<file path="src/rtl/addr_rec_pkg.sv">
package addr_rec_pkg;
  // Strobes issued by the control each cycle to the datapath
  typedef struct packed {
    logic clrFlags;  // STOP or START seen: drop both flags
    logic evalByte;  // this byte is the first after a START
  } ctrl_strobe_t;

  typedef enum logic [1:0] {
    PH_IDLE  = 2'd0,  // no START seen since STOP or reset
    PH_ARMED = 2'd1,  // waiting for first address byte
    PH_HELD  = 2'd2   // address phase decided, ignoring bytes
  } phase_t;
endpackage

</file>
<file path="src/rtl/addr_rec_ctrl.sv">
module addr_rec_ctrl
  import addr_rec_pkg::*;
(
  input  logic         clk,
  input  logic         rstN,
  input  logic         startEv,
  input  logic         stopEv,
  input  logic         byteValid,
  output ctrl_strobe_t strobes
);
  phase_t phaseQ, phaseD;

  always_comb begin
    strobes.clrFlags = stopEv | startEv;
    strobes.evalByte = !stopEv && !startEv && byteValid && (phaseQ == PH_ARMED);
    phaseD = phaseQ;
    if (stopEv)                phaseD = PH_IDLE;
    else if (startEv)          phaseD = PH_ARMED;
    else if (strobes.evalByte) phaseD = PH_HELD;
  end

  always_ff @(posedge clk) begin
    if (!rstN) phaseQ <= PH_IDLE;
    else       phaseQ <= phaseD;
  end
endmodule

</file>
<file path="src/rtl/addr_rec_dp.sv">
module addr_rec_dp
  import addr_rec_pkg::*;
#(
  parameter int ADDR_W = 7
) (
  input  logic              clk,
  input  logic              rstN,
  input  ctrl_strobe_t      strobes,
  input  logic              tenBitMode,
  input  logic [ADDR_W:0]   rxByte,
  input  logic [ADDR_W-1:0] ownAddr,
  input  logic              rbwWr,
  input  logic              rbwWrData,
  output logic              addrMatch,
  output logic              genCall,
  output logic              irqPulse,
  output logic              rbwOut
);
  localparam int BYTE_W = ADDR_W + 1;

  logic [ADDR_W-1:0] bitEq;
  logic              rbwQ, matchQ, gcQ, irqQ;
  logic              isZero, upperHit, rwHit, hit;

  // per-bit comparison of the address field against the own address
  for (genvar i = 0; i < ADDR_W; i++) begin : g_cmp
    assign bitEq[i] = ~(rxByte[i+1] ^ ownAddr[i]);
  end

  always_comb begin
    isZero   = (rxByte == {BYTE_W{1'b0}});
    upperHit = &bitEq;
    rwHit    = tenBitMode ? (rxByte[0] == rbwQ) : 1'b1;
    hit      = upperHit && rwHit && !isZero;
  end

  always_ff @(posedge clk) begin
    if (!rstN) begin
      rbwQ   <= 1'b0;
      matchQ <= 1'b0;
      gcQ    <= 1'b0;
      irqQ   <= 1'b0;
    end else begin
      irqQ <= 1'b0;
      if (rbwWr) rbwQ <= rbwWrData;
      if (strobes.clrFlags) begin
        matchQ <= 1'b0;
        gcQ    <= 1'b0;
      end else if (strobes.evalByte) begin
        gcQ    <= isZero;
        matchQ <= hit;
        irqQ   <= isZero | hit;
      end
    end
  end

  assign addrMatch = matchQ;
  assign genCall   = gcQ;
  assign irqPulse  = irqQ;
  assign rbwOut    = rbwQ;
endmodule

</file>
<file path="src/rtl/slave_addr_recognizer.sv">
module slave_addr_recognizer
  import addr_rec_pkg::*;
#(
  parameter int ADDR_W = 7
) (
  input  logic              clk,
  input  logic              rstN,
  input  logic              startEv,
  input  logic              stopEv,
  input  logic              byteValid,
  input  logic [ADDR_W:0]   rxByte,
  input  logic [ADDR_W-1:0] ownAddr,
  input  logic              tenBitMode,
  input  logic              rbwWr,
  input  logic              rbwWrData,
  output logic              addrMatch,
  output logic              genCall,
  output logic              irqPulse,
  output logic              rbwOut
);
  ctrl_strobe_t strobes;

  addr_rec_ctrl u_ctrl (
    .clk       (clk),
    .rstN      (rstN),
    .startEv   (startEv),
    .stopEv    (stopEv),
    .byteValid (byteValid),
    .strobes   (strobes)
  );

  addr_rec_dp #(.ADDR_W(ADDR_W)) u_dp (
    .clk        (clk),
    .rstN       (rstN),
    .strobes    (strobes),
    .tenBitMode (tenBitMode),
    .rxByte     (rxByte),
    .ownAddr    (ownAddr),
    .rbwWr      (rbwWr),
    .rbwWrData  (rbwWrData),
    .addrMatch  (addrMatch),
    .genCall    (genCall),
    .irqPulse   (irqPulse),
    .rbwOut     (rbwOut)
  );
endmodule

</file>
<file path="config.mk">
export PLATFORM = sky130hd
export DESIGN_NAME = slave_addr_recognizer
export DESIGN_NICKNAME = d
export VERILOG_FILES = /design/src/rtl/addr_rec_pkg.sv /design/src/rtl/addr_rec_ctrl.sv /design/src/rtl/addr_rec_dp.sv /design/src/rtl/slave_addr_recognizer.sv
export SDC_FILE = /design/constraint.sdc
export NUM_CORES = 1
export LEC_CHECK = 0
export CAP_MARGIN = 20
export CORE_AREA = 2 2 39 41
export DETAILED_ROUTE_END_ITERATION = 6
export DIE_AREA = 0 0 41 43
export DONT_BUFFER_PORTS = 1
export PLACE_DENSITY_LB_ADDON = 0.2
export SETUP_SLACK_MARGIN = 0.15
export SYNTH_ARGS = -nofsm -noshare
export SYNTH_HDL_FRONTEND = slang
export SYNTH_HIERARCHICAL = 1
export SYNTH_SLANG_ARGS = --single-unit
export TNS_END_PERCENT = 30
</file>
<file path="constraint.sdc">
create_clock -name clk -period 1.7 [get_ports clk]
set_input_delay 0.17 -clock clk [delete_from_list [all_inputs] [get_ports clk]]
set_output_delay 0.17 -clock clk [all_outputs]
set_load 0.01 [all_outputs]
</file>
==> impl_metrics.ini <==
[route]
viasPerCell = 5.14
avgRoutedWirePerCell_um = 13.1
drc = 0
drt-initial-drc-count = 6
antenna_left = 0
dr.pass1.iters = 3
drt_wl_total_um = 773
vias = 303

[cts]
cts_sinks = 6
root_buffer = clkbuf_4
cts_setup_buffers = 0
htreeDepth = 1
cts_tree = built
clk_path_buf_depth = 2
cts_resized = 0
clk_pin_slew_worst_paths_ns = 0.04
clk_latency_ns = 0.24
numCtsBuffers = 3

[synthesis]
synthesis.nets = 61
syn-cell-area_um2 = 364
ys_seq_area_share_pct = 33.0
synth_seq_cells = 6
postSynthCellCount = 38
yosysUniqueCellTypes = 20
syn_avg_cell_area_um2 = 9.58
ys_warn_count = 6

[critical_path]
reg2regPathDepth = 6
cp_slowest_cell = dfxtp_1
path_depth = 6
critPathMaxStageDelay_ns = 0.34
critPathKind = reg -> reg
crit_family = simple AND/OR/NAND/NOR gates
worstPathRequired_ns = 1.87
cp_num_buf_inv = 0
cp_max_fo = 3
endpoint_kind = register
path_cells = nand2_1, nor3_1, nand3b_1, nor4_1, nand3_1, o21ai_0
cp.arrival_ns = 1.55
cp-start-kind = register

[timing]
grt_setup_unrepaired = no
hold_ws_ns = 0.0180
hold_violations = 0
relSlewSlack_pct = 82.7
maxSlewViolCount = 0
setup_ws_ns = 0.317
setup-violations-final = 0
tightest_slew_ns = 0.259
period_needed_ns = 1.38
skew_ns = 0.000544
post-route-period-util_pct = 81.4
final.setup.tns_ns = 0
clock.fmax_mhz = 723

[floorplanning]
ios = 27
die-area_um2 = 1760
core_um2 = 1380
num_rows = 14
die_y_um = 43
initial_core_util_pct = 26.3
die_width_um = 41

[finish]
syn2layout_area_growth_pct = 16.5
fillers = 154
utilization_pct = 30.7
instances_no_fill = 59
num_antenna_cells = 0
final_nets = 68
drive_above_1_share_pct = 23.3

[placed_design]
port_buffers = 0
post-place-ws_ns = 0.248
gp_congestion = 0.603
placedCellCount = 55
dp_hpwl_um = 660

[global_routing]
antenna_found_initial = 0
grt.busiest_layer = met2
met2_usage_pct = 14.4
use_met1_pct = 10.6
grt_overflow = 0
track_usage_pct = 10.3
grt_pass1_vias = 324
grtUsageMet3_pct = 2.62
grt_first_pass_wirelength_um = 1170
grt_start_max_net_pins = 6

[min_path]
hold_path.class = in -> reg
hold_depth = 1

[power_and_ir_drop]
total_leakage_power_nw = 0.151
max-vdd-ir-drop_mv = 0.142
power.density_nw_per_um2 = 726

[outcome]
status = completed

[job]
drv_cap = 0
==> cell families (layout without fill, tap and decap cells) <==
kind of cell,Yosys count,in the layout,synth area share [%]
XOR/XNOR,8,8,19.2
buffers and inverters,1,6,1.03
AO/OA/AOI/OAI,4,4,8.93
multiplexers,2,2,5.50
AND/OR/NAND/NOR,17,17,32.3
flip-flops,6,6,33.0
==> layer usage <==
layer / part of all wire, % / vias up
met5: 0 / -
met4: 0 / 0
met3: 15 / 0
met2: 48 / 21
met1: 37 / 134
li1: - / 148
==> registers in the layout (all words and copies together) (netlist names) <==
signal / count
u_dp/irqPulse: 1
u_dp/rbwOut: 1
u_ctrl/phaseQ: 2
u_dp/genCall: 1
u_dp/addrMatch: 1
==> synth_stat cells <==
cell type,n,share of area (%)
dfxtp_1,6,33
inv_1,1,1.0
or2_4,1,2.4
mux2i_1,2,5.5
o21ai_0,1,1.4
nand3b_1,1,2.1
nor2_2,1,1.7
nand2_1,2,2.1
nor4_1,2,3.4
nor3b_2,1,3.4
nor2_1,2,2.1
nor2b_1,1,1.7
a21oi_1,1,1.4
o31ai_1,1,2.1
or4_4,2,6.2
xor2_1,8,19
nor3_1,2,2.7
or4bb_1,1,3.1
a2111oi_2,1,4.1
nand3_1,1,1.4
==> report_power, final <==
part	total (mW)	internal, mW	leakage (nW)	switching (mW)
Clock	0.129	0.0797	0.0138	0.0492
Combinational	0.0321	0.0195	0.0882	0.0126
Sequential	0.147	0.144	0.0487	0.00304
==> what timing repair did <==
| action | in CTS | in global routing |
|---|---|---|
| hold endpoints to repair | 1 | 0 |
| endpoints found under the setup margin | 0 | 0 |
| hold buffers | 1 | 0 |
==> cell type report <==
class                           count  area [µm²]  area share [%]
Multi-Input combinational cell     31         240            56.6
Sequential cell                     6         120            28.3
Clock buffer                        3        22.5            5.31
Tap cell                           16        20.0            4.72
Timing Repair Buffer                2        17.5            4.13
Inverter                            1        3.75           0.885
==> layout by cell type (no fill, tap or decap) <==
master,count
a2111oi_2,1
a21oi_1,1
buf_4,1
clkbuf_4,3
dfxtp_1,6
dlygate4sd3_1,1
inv_1,1
mux2i_1,2
nand2_1,2
nand3_1,1
nand3b_1,1
nor2_1,2
nor2_2,1
nor2b_1,1
nor3_1,2
nor3b_2,1
nor4_1,2
o21ai_0,1
o31ai_1,1
or2_4,1
or4_4,2
or4bb_1,1
xor2_1,8
==> final timing paths <==
path                    start          endpoint  slack [ns]
max          u_ctrl/phaseQ[0]    u_dp/addrMatch        0.32
min                 byteValid  u_ctrl/phaseQ[0]        0.02
max reg2reg  u_ctrl/phaseQ[0]    u_dp/addrMatch        0.32
min reg2reg  u_ctrl/phaseQ[1]  u_ctrl/phaseQ[1]        0.54
==> stage by stage <==
step / instance area (µm²) / total power [mW]
finish: 424 / 0.308
global route: 424 / 0.325
CTS: 424 / 0.316
detailed placement: 392 / 0.180
global placement: 392 / 0.179
floorplan: 364 / 0.176
No activity file was read; power rests on OpenSTA's default activity.
